`src/rtl/bcg_pkg.sv`:
```
package bcg_pkg;
    typedef enum logic [1:0] {
        ST_IDLE  = 2'd0,
        ST_BLOCK = 2'd1,
        ST_PAGE  = 2'd2
    } bcg_state_t;

    localparam logic [2:0] LEN_ONE   = 3'b000;
    localparam logic [2:0] LEN_TWO   = 3'b001;
    localparam logic [2:0] LEN_FOUR  = 3'b010;
    localparam logic [2:0] LEN_EIGHT = 3'b011;
    localparam logic [2:0] LEN_PAGE  = 3'b111;
endpackage

```
`src/rtl/bcg_len_decode.sv`:
```
module bcg_len_decode
    import bcg_pkg::*;
#(
    parameter int COL_W = 10
) (
    input  logic [2:0]       len_code,
    input  logic             ilv,
    output logic [COL_W-1:0] mask,
    output logic             page,
    output logic             err
);
    // Offset masks for the fixed lengths; page mode uses all ones.
    localparam logic [COL_W-1:0] M1 = COL_W'(0);
    localparam logic [COL_W-1:0] M2 = COL_W'(1);
    localparam logic [COL_W-1:0] M4 = COL_W'(3);
    localparam logic [COL_W-1:0] M8 = COL_W'(7);

    always_comb begin
        mask = M1;
        page = 1'b0;
        err  = 1'b0;
        unique case (len_code)
            LEN_ONE:   mask = M1;
            LEN_TWO:   mask = M2;
            LEN_FOUR:  mask = M4;
            LEN_EIGHT: mask = M8;
            LEN_PAGE: begin
                if (ilv) begin
                    err = 1'b1;
                end else begin
                    mask = '1;
                    page = 1'b1;
                end
            end
            default:   err = 1'b1;
        endcase
    end
endmodule

```
`src/rtl/bcg_ctrl.sv`:
```
module bcg_ctrl
    import bcg_pkg::*;
#(
    parameter int COL_W = 10
) (
    input  logic             clk,
    input  logic             rst_n,
    input  logic             ce,
    input  logic             start,
    input  logic             stop,
    input  logic [COL_W-1:0] start_col,
    input  logic             ilv,
    input  logic [COL_W-1:0] dec_mask,
    input  logic             dec_page,
    input  logic             dec_err,
    output logic [COL_W-1:0] base_q,
    output logic [COL_W-1:0] mask_q,
    output logic [COL_W-1:0] beat_q,
    output logic             ilv_q,
    output logic             busy,
    output logic             last,
    output logic             cfg_err
);
    bcg_state_t state, nxt;
    logic       load, adv, err_q;

    // Next-state decision: freeze, load, abort, finish or advance.
    always_comb begin
        nxt  = state;
        load = 1'b0;
        adv  = 1'b0;
        if (ce) begin
            if (start) begin
                load = 1'b1;
                nxt  = dec_page ? ST_PAGE : ST_BLOCK;
            end else if (stop) begin
                nxt = ST_IDLE;
            end else begin
                unique case (state)
                    ST_IDLE:  nxt = ST_IDLE;
                    ST_BLOCK: begin
                        if (beat_q == mask_q) nxt = ST_IDLE;
                        else                  adv = 1'b1;
                    end
                    ST_PAGE:  adv = 1'b1;
                    default:  nxt = ST_IDLE;
                endcase
            end
        end
    end

    // State and burst registers.
    always_ff @(posedge clk or negedge rst_n) begin
        if (!rst_n) begin
            state  <= ST_IDLE;
            base_q <= '0;
            mask_q <= '0;
            beat_q <= '0;
            ilv_q  <= 1'b0;
            err_q  <= 1'b0;
        end else begin
            state <= nxt;
            if (load) begin
                base_q <= start_col;
                mask_q <= dec_mask;
                beat_q <= '0;
                ilv_q  <= ilv;
                err_q  <= dec_err;
            end else if (adv) begin
                beat_q <= beat_q + COL_W'(1);
            end
        end
    end

    // Outputs from state.
    always_comb begin
        busy    = (state != ST_IDLE);
        last    = (state == ST_BLOCK) && (beat_q == mask_q);
        cfg_err = busy && err_q;
    end

    a_r6_page_runs: assert property (@(posedge clk) disable iff (!rst_n)
        (state == ST_PAGE) && ce && !start && !stop |=> (state == ST_PAGE));
    a_r10_err_block: assert property (@(posedge clk) disable iff (!rst_n)
        ce && start && dec_err |=> (state == ST_BLOCK) && (mask_q == '0));
endmodule

```
`src/rtl/bcg_addr_calc.sv`:
```
module bcg_addr_calc #(
    parameter int COL_W = 10
) (
    input  logic [COL_W-1:0] base,
    input  logic [COL_W-1:0] mask,
    input  logic [COL_W-1:0] beat,
    input  logic             ilv,
    output logic [COL_W-1:0] col
);
    logic [COL_W-1:0] off;

    generate
        if (COL_W < 3) begin : g_bad
            initial $error("COL_W must be at least 3");
        end
    endgenerate

    always_comb begin
        off = ilv ? (base ^ beat) : (base + beat);
        col = (base & ~mask) | (off & mask);
    end
endmodule

```
`src/rtl/burst_col_gen.sv`:
```
module burst_col_gen
    import bcg_pkg::*;
#(
    parameter int COL_W = 10
) (
    input  logic             clk,
    input  logic             rst_n,
    input  logic             ce,
    input  logic             start,
    input  logic [COL_W-1:0] start_col,
    input  logic [2:0]       len_code,
    input  logic             ilv,
    input  logic             stop,
    output logic [COL_W-1:0] col_out,
    output logic             busy,
    output logic             last,
    output logic             cfg_err
);
    logic [COL_W-1:0] dec_mask, base_q, mask_q, beat_q;
    logic             dec_page, dec_err, ilv_q;

    bcg_len_decode #(.COL_W(COL_W)) u_dec (
        .len_code (len_code),
        .ilv      (ilv),
        .mask     (dec_mask),
        .page     (dec_page),
        .err      (dec_err)
    );

    bcg_ctrl #(.COL_W(COL_W)) u_ctrl (
        .clk       (clk),
        .rst_n     (rst_n),
        .ce        (ce),
        .start     (start),
        .stop      (stop),
        .start_col (start_col),
        .ilv       (ilv),
        .dec_mask  (dec_mask),
        .dec_page  (dec_page),
        .dec_err   (dec_err),
        .base_q    (base_q),
        .mask_q    (mask_q),
        .beat_q    (beat_q),
        .ilv_q     (ilv_q),
        .busy      (busy),
        .last      (last),
        .cfg_err   (cfg_err)
    );

    bcg_addr_calc #(.COL_W(COL_W)) u_calc (
        .base (base_q),
        .mask (mask_q),
        .beat (beat_q),
        .ilv  (ilv_q),
        .col  (col_out)
    );

    a_r9_freeze_hold: assert property (@(posedge clk) disable iff (!rst_n)
        !ce |=> $stable(col_out) && $stable(busy) && $stable(last));
    a_r8_stop_ends: assert property (@(posedge clk) disable iff (!rst_n)
        ce && stop && !start |=> !busy);
    a_r7_restart_col: assert property (@(posedge clk) disable iff (!rst_n)
        ce && start |=> busy && (col_out == $past(start_col)));
    a_r2_last_closes: assert property (@(posedge clk) disable iff (!rst_n)
        ce && last && !start |=> !busy);
    a_r10_err_single: assert property (@(posedge clk) disable iff (!rst_n)
        cfg_err |-> last);
    a_r3_upper_fixed: assert property (@(posedge clk) disable iff (!rst_n)
        busy |-> (((col_out ^ base_q) & ~mask_q) == '0));
    a_r4_seq_step: assert property (@(posedge clk) disable iff (!rst_n)
        busy && ce && !start && !stop && !last && !ilv_q |=>
        col_out == ((($past(col_out) + COL_W'(1)) & $past(mask_q)) |
                    ($past(col_out) & ~$past(mask_q))));
endmodule

```
`config.mk`:
```
export PLATFORM = sky130hd
export DESIGN_NAME = burst_col_gen
export DESIGN_NICKNAME = d
export VERILOG_FILES = /design/src/rtl/bcg_pkg.sv /design/src/rtl/bcg_len_decode.sv /design/src/rtl/bcg_ctrl.sv /design/src/rtl/bcg_addr_calc.sv /design/src/rtl/burst_col_gen.sv
export SDC_FILE = /design/constraint.sdc
export NUM_CORES = 1
export LEC_CHECK = 0
export BUFFER_PORTS_ARGS = -buffer_cell sky130_fd_sc_hd__buf_4
export CORE_ASPECT_RATIO = 0.6
export CORE_UTILIZATION = 36
export DETAILED_ROUTE_END_ITERATION = 10
export PLACE_DENSITY_LB_ADDON = 0.1
export SLEW_MARGIN = 20
export SYNTH_ARGS = -nofsm -noshare
export SYNTH_HDL_FRONTEND = slang
export SYNTH_SLANG_ARGS = --single-unit
```
`constraint.sdc`:
```
create_clock -name clk -period 2.5 [get_ports clk]
set_clock_uncertainty 0.15 [all_clocks]
set_input_delay 0.625 -clock clk [delete_from_list [all_inputs] [get_ports clk]]
set_output_delay 0.625 -clock clk [all_outputs]
set_load 0.01 [all_outputs]
```
## After elaboration in Yosys (flattened, before gate mapping)

Cells that the tools add are included.

| word-level totals | value |
|---|---|
| logic and storage cells | 50 |
| flip-flop bits (word level) | 34 |

| operators by class | value |
|---|---|
| bitwise logic cells | 5 |
| equal/unequal tests | 9 |
| $add $sub $neg | 2 |
| reduce and logical (&&, ||, !) cells | 7 |
| multiplexer cells | 21 |

Operators with widths:

| operator | number |
|---|---|
| 10-bit two-way mux | 4 |
| 10-bit case mux with 4 select lines | 1 |
| 10-bit AND | 2 |
| 10-bit by 1-bit adder with 10-bit output, second input constant | 1 |
| 10-bit adder | 1 |
| 10-bit equality test | 1 |
| 10-bit inverter | 1 |
| 10-bit OR | 1 |
| 10-bit XOR | 1 |
| 1-bit two-way mux | 9 |
| 2-bit two-way mux | 4 |
| 3-bit by 2-bit equality test with 1-bit output, second input constant | 2 |
| 4-bit != test, second input constant | 1 |
| 1-bit case mux with 2 select lines | 2 |
| 2-bit case mux with 2 select lines | 1 |
| 2-bit nonzero test | 2 |
| 4-bit OR reduction | 1 |
| 3-bit by 1-bit equality test with 1-bit output, second input constant | 1 |
| 3-bit equality test, second input constant | 1 |
| 3-bit logical NOT | 1 |
| 3-bit != test, second input constant | 1 |
| 3-bit AND reduction | 1 |
| 2-bit by 1-bit equality test with 1-bit output, second input constant | 1 |
| 2-bit equality test, second input constant | 1 |
| 1-bit logical AND | 2 |

## Longest topological paths before layout

Gate-level depths: netlist (run 1).

| logic depth | value |
|---|---|
| depth after elaboration | 8 |
| mapped depth | 8 |

## Cells and area by module

A second synthesis (run 1) with hierarchy kept.

| unflattened totals | value |
|---|---|
| cell total of the unflattened synthesis | 285 |
| area total of the unflattened synthesis | 2363.5 µm² |

Modules (own cells, without submodules):

| module | cells each | times used | seq. area each (µm²) | area each (µm²) |
|---|---|---|---|---|
| bcg_ctrl | 186 | 1 | 850.8 | 1655.3 |
| bcg_addr_calc | 84 | 1 | 0.0 | 603.1 |
| bcg_len_decode | 15 | 1 | 0.0 | 105.1 |

## Worst setup path after synthesis (run 1)

No wires, ideal clock.

| timing path | value |
|---|---|
| path type | register -> output |
| start point | register u_ctrl.beat_q[0] |
| end point | output port col_out[8] |
| cell stages (with the launch flop) | 9 |
| buffers on the path | 0 |
| data arrival time | 1937 ps |
| required time | 1725 ps |
| slack | -212 ps |
| cells stage by stage | dfrtp_1 ha_1 fa_1 a21oi_1 o21ai_1 a21oi_1 a221oi_1 xnor2_1 a21oi_1 |

| between the ends | value |
|---|---|
| cells in the longest elaborated chain, start to end | 4 |

Ends and longest elaborated chain:

| item | line | source |
|---|---|---|
| start: declaration | bcg_ctrl.sv:18 | `output logic [COL_W-1:0] beat_q,` |
| start signal: assignment | bcg_ctrl.sv:70 | `beat_q <= beat_q + COL_W'(1);` |
| 10-bit adder | bcg_addr_calc.sv:19 | `off = ilv ? (base ^ beat) : (base + beat);` |
| 10-bit two-way mux | bcg_addr_calc.sv:19 |  |
| 10-bit AND | bcg_addr_calc.sv:20 | `col = (base & ~mask) \| (off & mask);` |
| 10-bit OR | bcg_addr_calc.sv:20 |  |
| end: declaration | burst_col_gen.sv:14 | `output logic [COL_W-1:0] col_out,` |

No other way between the ends.

## Final worst setup path (run 1)

Ends and elaborated chain as after synthesis.

==> results of run 1 <==
==> report_power, final <==
group	internal (mW)	switching [mW]	total [mW]
Sequential	0.488	0.0419	0.530
Combinational	0.195	0.171	0.366
Clock	0.141	0.154	0.295
Total	0.824	0.366	1.19
==> area by class of cell <==
type / count / area, um2
clock buffer: 4 / 55.05
timing repair buffer: 62 / 469.2
inverter: 9 / 33.78
sequential: 28 / 704.4
multi-input combinational: 191 / 1391
fill: 494 / 2494
tap: 66 / 82.58
==> layer usage <==
layer / track usage, % / vias up / wire, um
met5: 0 / - / 0
met4: 4.904 / 0 / 53
met3: 3.392 / 6 / 193
met2: 26.07 / 34 / 2009
met1: 29.38 / 840 / 2905
li1: - / 940 / -
==> worst max-delay path: stages, from the launching register on <==
cell and delay (ns):
dfrtp_2 0.44, ha_4 0.17, fa_2 0.36, a21oi_2 0.19, o21ai_2 0.07, a21oi_2 0.16
a221oi_2 0.11, xnor2_1 0.15, a21oi_2 0.12, buf_4 0.12
==> logic make-up (layout without fill, tap and decap cells) <==
kind of cell | Yosys count | after routing | share of synthesized area (%)
AO/OA/AOI/OAI | 58 | 58 | 20.21
flip-flops | 28 | 28 | 34.61
buffers and inverters | 19 | 75 | 4.079
XOR/XNOR | 16 | 16 | 6.922
adder cells (fa/ha/maj) | 14 | 14 | 9.024
AND/OR/NAND/NOR | 98 | 98 | 22.56
multiplexers | 5 | 5 | 2.596
==> worst paths after layout <==
check / from / endpoint / slack (ns) / cells after the start
min in group clk: u_ctrl.err_q / u_ctrl.err_q / 0.34 / 2
min reg2reg: u_ctrl.err_q / u_ctrl.err_q / 0.34 / 2
min: rst_n / u_ctrl.base_q[8] / 0.09 / 1
max reg2reg: u_ctrl.beat_q[3] / u_ctrl.beat_q[7] / 0.37 / 7
max: u_ctrl.beat_q[0] / col_out[8] / -0.44 / 9
max in group asynchronous: rst_n / u_ctrl.base_q[1] / 1.79 / 1
==> flip-flops by register name (all words and copies together), names as in the netlist <==
register,cells
u_ctrl.mask_q,4
u_ctrl.err_q,1
u_ctrl.ilv_q,1
u_ctrl.base_q,10
u_ctrl.beat_q,10
u_ctrl.state,2
==> stage by stage <==
step                      instances  cell area [um2]  utilization [%]
final                           360             2736            52.32
after global routing            360             2736            52.32
after CTS                       360             2694            51.51
after detailed placement        356             2595            49.62
after global placement          356             2595            49.62
after floorplan                 238             2096                -
==> timing repair <==
action / CTS / global route
endpoints found under the hold margin: 0 / 0
pin swaps: 10 / 4
setup endpoints to repair: 10 / 10
gates resized for setup: 8 / 7
==> cell usage in the layout (no fill, tap or decap), types with 3 or more instances in the layout <==
| cell | synthesis | routed |
|---|---|---|
| and3_1 | 4 | 4 |
| a21oi_2 | 0 | 6 |
| mux2i_1 | 3 | 3 |
| nor2_1 | 25 | 25 |
| inv_1 | 9 | 9 |
| ha_4 | 0 | 4 |
| a21oi_1 | 17 | 11 |
| xor2_1 | 6 | 6 |
| o21a_1 | 3 | 3 |
| o211ai_1 | 3 | 3 |
| ha_1 | 13 | 9 |
| nand2_1 | 42 | 42 |
| xnor2_1 | 10 | 7 |
| nand3_1 | 8 | 7 |
| a21o_1 | 3 | 3 |
| clkbuf_8 | 0 | 4 |
| dfrtp_2 | 0 | 3 |
| buf_4 | 0 | 61 |
| o21ai_0 | 3 | 3 |
| xnor2_2 | 0 | 3 |
| dfrtp_1 | 28 | 25 |
| o21ai_1 | 9 | 8 |
==> results.yml, run 1 <==
run_status:
  status: "finished, violations left"
  violations: "setup timing"
timing:
  report.final.slew_viol_count: 0
  hold_ws_ns: 0.09334
  fin_setup_tns_ns: -2.374
  final-setup-viol-count: 9
  rsz0062_at_grt: "true"
  setup_ws_ns: -0.4399
  fin_crit_sh_pct: 117.6
  slew_headroom_pct: 49.65
  worst_slew_pin_slew_ns: 0.7535
  hold_viol_final: 0
  period_needed_ns: 2.940
  fmax_mhz: 340.2
logic_synthesis:
  synthesis.nets: 271
  synth_most_common_cell: "nand2_1"
  async_flop_share_pct: 100.0
  synth_edf_count: 0
  yosysWarnings: 0
  ys_ff_latch: 28
  yosys.area.top_type_share_pct: 34.61
  synthTopCellsByCount: "42 x nand2_1, 28 x dfrtp_1, 25 x nor2_1"
  synth_area_um2: 2024
  avgSynthCellArea_um2: 8.506
  seq_area_frac_synth_pct: 34.61
  synthTopCellsByArea: "dfrtp_1 35%, ha_1 8.0%, nand2_1 7.8%"
  ys_types: 52
  yosysTopAreaCell: "dfrtp_1"
  syn_inst: 238
  synth_top_flop_cell: "dfrtp_1"
floorplanning:
  die_area_um2: 5937
  num_rows: 20
  fp.dieH_um: 60.09
  io_pins: 32
  die_w_um: 98.81
  start_util_pct: 38.71
  core-area_um2: 5230
finish:
  syn_to_final_growth_pct: 35.17
  fin_nets: 328
  n_antenna_cell: 0
  drive_above_1_share_pct: 35.03
run:
  drv_cap: 0
critical_path:
  cp.required_ns: 1.73
  startpoint_type: "flip-flop"
  arrival_ns: 2.16
  crit_type: "reg -> out"
  cp_max_fo: 3
  end_kind: "primary output"
clocking:
  clk_latency_ns: 0.28
  clock_path_buffers: 2
  h-tree-depth: 1
  numCtsBuffers: 3
  root_buffer: "clkbuf_8"
  cts_tree: "built"
  holdBufCountCts: 0
  cts_setup_buffers: 0
  clock-sinks: 28
  clk_pin_slew_ns: 0.11
route:
  via_count: 1820
  drc: 0
  wl_per_cell_um: 14.34
  first_pass_iters: 4
  ant_nets: 0
  wirelength_um: 5161
  first_iter_violations: 62
  vias_per_cell: 5.056
pwr:
  p_total_mw: 1.191
  peakVddDrop_uv: 230.5
  power.density_nw_per_um2: 435.1
  p_leak_nw: 1.297
grt:
  grt_use_total_pct: 18.83
  grt_overflow: 0
  grt_pass1_vias: 1651
  grt_max_degree: 29
  antenna_found_initial: 0
  grt_pass1_wl_um: 8466
worst_hold_path:
  min_path_type: "in -> async"
placed_design:
  dp_hpwl_um: 3821
  pre_cts_ws_ns: -0.1575
  numPortBuffers: 31
  place.gp.congestion: 0.8432
(Power assumes the default switching activity.)
==> run 2, diff against run 1 <==
- CORE_UTILIZATION: 36 -> 52
- SYNTH_HIERARCHICAL: default -> 1
==> run 2 against run 1 <==
Net effect: the flow still finishes with violations (setup timing); worst hold slack improved by 0.041 ns; final cell count rose by 14%; maximum frequency fell by 2.0%.
==> results.yml, run 2 <==
run_status:
  status: "finished, violations left"
  violations: "setup timing"
logic_synthesis:
  synth_area_um2: 2364
  syn_inst: 285
  synthTopCellsByCount: "83 x nand2_1, 34 x dfrtp_1, 16 x nor2_1"
  synth_top_flop_cell: "dfrtp_1"
  yosysTopAreaCell: "dfrtp_1"
  yosysWarnings: 6
  ys_ff_latch: 34
  yosys.area.top_type_share_pct: 36.00
  seq_area_frac_synth_pct: 36.00
  synthesis.nets: 318
  async_flop_share_pct: 100.0
  avgSynthCellArea_um2: 8.293
  synth_most_common_cell: "nand2_1"
  synthTopCellsByArea: "dfrtp_1 36%, nand2_1 13%, ha_1 6.9%"
  ys_types: 57
  synth_edf_count: 0
floorplanning:
  die_w_um: 89.04
  fp.dieH_um: 54.22
  die_area_um2: 4827
  core-area_um2: 4234
  io_pins: 32
  num_rows: 18
  start_util_pct: 55.82
grt:
  antenna_found_initial: 0
  grt_use_total_pct: 29.20
  grt_max_degree: 35
  grt_pass1_vias: 2081
  grt_overflow: 0
  grt_pass1_wl_um: 10060
clocking:
  holdBufCountCts: 0
  clk_latency_ns: 0.28
  clk_pin_slew_ns: 0.07
  numCtsBuffers: 5
  cts_tree: "built"
  clock_path_buffers: 2
  clock-sinks: 34
  h-tree-depth: 2
  root_buffer: "clkbuf_8"
worst_hold_path:
  min_path_type: "in -> async"
pwr:
  p_total_mw: 1.604
  p_leak_nw: 1.595
  power.density_nw_per_um2: 502.8
  peakVddDrop_uv: 322.4
finish:
  layout_commonest_cell: "nand2_1"
  n_antenna_cell: 0
  largestRegisters: "u_ctrl/base_q (10), u_ctrl/beat_q (10), u_ctrl/mask_q (10)"
  fin_nets: 385
  nFillCells: 327
  syn_to_final_growth_pct: 34.99
  drive_above_1_share_pct: 31.82
  final_cell_mix: "83 x nand2_1, 70 x buf_4, 32 x dfrtp_1, 16 x nor2_1, 12 x a21oi_1"
critical_path:
  end_kind: "primary output"
  r2r_slack_ns: 0.31
  arrival_ns: 2.22
  path_delay_family: "simple AND/OR/NAND/NOR gates"
  cp_max_fo: 3
  cpPeakStageDelay_ns: 0.49
  cp.required_ns: 1.73
  path_cells: "ha_4, a211oi_2, o21ai_2, and3b_4, or4b_1, nand4_1, buf_4"
  cp_num_buf_inv: 1
  startpoint_type: "flip-flop"
  crit_type: "reg -> out"
  slowest_stage: "or4b_1"
placed_design:
  numPortBuffers: 31
  place.gp.congestion: 0.9227
  dp_hpwl_um: 4764
route:
  wl_per_cell_um: 16.15
  vias_per_cell: 5.672
  via_count: 2337
  wirelength_um: 6652
  drc: 0
  ant_nets: 0
  first_iter_violations: 192
  first_pass_iters: 5
timing:
  fin_crit_sh_pct: 119.9
  fmax_mhz: 333.5
  period_needed_ns: 2.998
  report.final.slew_viol_count: 0
  slew_headroom_pct: 69.83
  hold_ws_ns: 0.1345
  setup_ws_ns: -0.4985
  worst_slew_pin_slew_ns: 0.4520
  hold_viol_final: 0
  rsz0062_at_grt: "true"
  final-setup-viol-count: 10
run:
  drv_cap: 0
==> run 2: layout make-up <==
cell class	instances	area (um2)	area share [%]
Timing Repair Buffer	73	559.3	17.53
Clock inverter	1	30.03	0.9412
Clock buffer	6	82.58	2.588
Multi-Input combinational cell	229	1556	48.78
Sequential cell	34	853.3	26.75
Inverter	9	33.78	1.059
Tap cell	60	75.07	2.353
==> run 2: cell families after synthesis <==
logic type / synth area share (%)
DFF: 36.00
buffers and inverters: 4.605
and+or+nand+nor: 27.79
AOI/OAI and AO/OA: 16.46
adders and majority gates: 7.729
muxes: 2.594
xor gates and xnor gates: 4.817
==> run 2: metrics by stage <==
stage	instances	setup slack, ns	cell area (um2)	TNS, ns	util, %
after global routing	412	-0.5691	3191	-3.750	75.35
final	412	-0.4985	3191	-2.850	75.35
after detailed placement	401	-0.1711	2933	-0.4673	69.27
after CTS	411	-0.4613	3134	-2.750	74.02
after global placement	401	-0.1170	2933	-0.3090	69.27
after floorplan	285	-0.04427	2415	-0.08798	-
==> run 2: repair_timing <==
item                       4_1_cts  5_1_grt
cloned                           0        0
buffers inserted                 3        1
setup endpoints to repair       10       10
pin swaps                       14        5
gates resized for setup         12        8
==> run 2: metal layers <==
metal  vias up  global-route usage [%]  share of wire [%]
met4         0                   10.85                1.6
met1      1105                   40.49                 47
met3        12                   6.335                6.6
li1       1126                       -                  -
met2        94                   45.51                 45
met5         -                       0                  0
==> run 2: path summary, 6_finish.rpt <==
path                       depth (start not counted)        startpoint                to
setup reg to reg                                   7  u_ctrl/beat_q[0]  u_ctrl/beat_q[3]
setup / recovery                                   7  u_ctrl/base_q[1]        col_out[9]
min in group clk                                   2      u_ctrl/err_q      u_ctrl/err_q
hold / removal                                     1             rst_n  u_ctrl/base_q[6]
max in group asynchronous                          1             rst_n  u_ctrl/base_q[1]
hold reg to reg                                    2      u_ctrl/err_q      u_ctrl/err_q
==> run 2: power by group <==
part,internal [mW],leakage [nW],switching [mW],total (mW)
registers,0.589,0.446,0.0517,0.641
clock network,0.319,0.0573,0.194,0.513
logic,0.227,1.09,0.224,0.451
==> run 3, diff against run 2 <==
- CORE_UTILIZATION: 52 -> 41
- SYNTH_HIERARCHICAL: 1 -> default
==> run 3 against run 2 <==
Net effect: highest routed layer unchanged; sequential power down 18%; the flow still finishes with violations (setup timing); global-route usage down 7.8 points; clock-buffer cell count down 2; routed wire length down 23%; non-clock buffer count down 6; maximum frequency up 1.4%; cell area down 14%; combinational power down 16%; final cell count down 12%; first-iteration DRC count down 57%.
==> results.yml, run 3 (same netlist as run 1, synthesis figures left out) <==
clocking:
  clock_path_buffers: 2
  clock-sinks: 28
  clk_pin_slew_ns: 0.10
  holdBufCountCts: 0
  cts_tree: "built"
  clk_latency_ns: 0.28
  numCtsBuffers: 3
  root_buffer: "clkbuf_8"
  h-tree-depth: 1
finish:
  syn_to_final_growth_pct: 35.97
  drive_above_1_share_pct: 35.45
  nFillCells: 441
  final_cell_mix: "67 x buf_4, 42 x nand2_1, 25 x nor2_1, 24 x dfrtp_1, 11 x a21oi_1"
  layout_commonest_cell: "buf_4"
  n_antenna_cell: 0
  largestRegisters: "u_ctrl.base_q (10), u_ctrl.beat_q (10), u_ctrl.mask_q (4)"
  fin_util_pct: 59.08
  multi_input_area_um2: 1376
  regArea_um2: 705.7
  fin_nets: 333
pwr:
  power.density_nw_per_um2: 434.6
  p_int_uw: 830.6
  p_leak_nw: 1.312
  peakVddDrop_uv: 231.2
  p_comb_share_pct: 31.7
  p_total_mw: 1.196
  power_frac_clock_pct: 24.4
  p_sw_uw: 365.7
  pwr-share-seq_pct: 43.8
  swShare_pct: 30.57
timing:
  rsz0062_at_grt: "true"
  hold_viol_final: 0
  hold_ws_ns: 0.1003
  fmax_mhz: 338.1
  setup_ws_ns: -0.4578
  worst_slew_pin_slew_ns: 0.4962
  fin_crit_sh_pct: 118.3
  period_needed_ns: 2.958
  slew_headroom_pct: 66.84
  report.final.slew_viol_count: 0
  final-setup-viol-count: 9
floorplanning:
  die_area_um2: 5232
  io_pins: 32
  num_rows: 19
  core-area_um2: 4659
  start_util_pct: 43.45
  fp.dieH_um: 56.43
  die_w_um: 92.72
critical_path:
  crit_top_cell: "a21oi_2"
  worst-path-stages: 9
  crit_end: "col_out[8]"
  cp_num_buf_inv: 1
  r2r-start: "u_ctrl.beat_q[4]"
  arrival_ns: 2.18
  path_delay_family: "compound AO/OA/AOI/OAI gates"
  reg2reg_depth: 7
  crit_type: "reg -> out"
  startpoint_type: "flip-flop"
  reg2reg_to: "u_ctrl.beat_q[7]"
  r2r_slack_ns: 0.32
  cp_max_fo: 2
  slowest_stage: "dfrtp_2"
  cpPeakStageDelay_ns: 0.44
  path_cells: "ha_4, fa_2, a21oi_2, o21ai_1, a21oi_2, a221oi_2, xnor2_1, a21oi_2, buf_4"
  end_kind: "primary output"
  cp.required_ns: 1.73
  critPathLaunch: "u_ctrl.beat_q[0]"
placed_design:
  numPortBuffers: 31
  dp_hpwl_um: 3815
  place.gp.congestion: 0.8233
route:
  first_pass_iters: 5
  wl_per_cell_um: 14.22
  vias_per_cell: 5.028
  ant_nets: 0
  first_iter_violations: 83
  wirelength_um: 5146
  via_count: 1820
  drc: 0
grt:
  grt_max_degree: 29
  antenna_found_initial: 0
  grt_overflow: 0
  grt_pass1_wl_um: 8666
  grt_use_total_pct: 21.39
  grt_pass1_vias: 1766
run_status:
  status: "finished, violations left"
  violations: "setup timing"
run:
  drv_cap: 0
worst_hold_path:
  min_path_type: "in -> async"
-- run 3: area by class of cell --
| type | instances | share of cell area (%) |
|---|---|---|
| inverters | 9 | 1.227 |
| multi-input cells | 191 | 50.00 |
| well taps | 63 | 2.864 |
| clock buffers | 4 | 2.000 |
| flip-flops and latches | 28 | 25.64 |
| repair buffers | 67 | 18.27 |
-- run 3: routing by layer --
layer  up-vias  GRT usage [%]  wire, um
met5         -              0         0
met4         0          3.297        25
met3         2          4.065       169
met2        37          31.01      2048
met1       824          33.30      2901
li1        957              -         -
-- run 3: power groups by stage --
stage,clock [mW],combinational [mW],sequential [mW]
global placement,0,0.354,0.531
finish,0.292,0.380,0.524
floorplan,0,0.184,0.526
global route,0.320,0.419,0.531
detailed placement,0,0.356,0.532
CTS,0.302,0.368,0.525
-- run 3: timing repair --
item	4_1_cts	5_1_grt
buffers inserted	1	3
gates resized for setup	8	5
setup endpoints to repair	10	10
pin swaps	14	10
-- run 3: per-stage QoR --
| stage | instances | setup TNS [ns] | setup WS (ns) | cell area, um2 |
|---|---|---|---|---|
| final | 362 | -2.404 | -0.4578 | 2753 |
| after detailed placement | 354 | -0.4824 | -0.1575 | 2599 |
| after global routing | 362 | -3.444 | -0.5489 | 2753 |
| after floorplan | 238 | 0 | 0.009833 | 2096 |
| after global placement | 354 | -0.4409 | -0.1399 | 2599 |
| after CTS | 359 | -2.444 | -0.4689 | 2704 |
-- run 3: worst min-delay path by stage --
stage / startpoint / end / slack, ns
3_5_place_dp: u_ctrl.err_q / u_ctrl.err_q / 0.33
2_1_floorplan: rst_n / u_ctrl.base_q[0] / 0.18
3_3_place_gp: u_ctrl.err_q / u_ctrl.err_q / 0.32
5_1_grt: rst_n / u_ctrl.base_q[2] / 0.11
6_report: rst_n / u_ctrl.base_q[7] / 0.10
4_1_cts: rst_n / u_ctrl.base_q[6] / 0.11
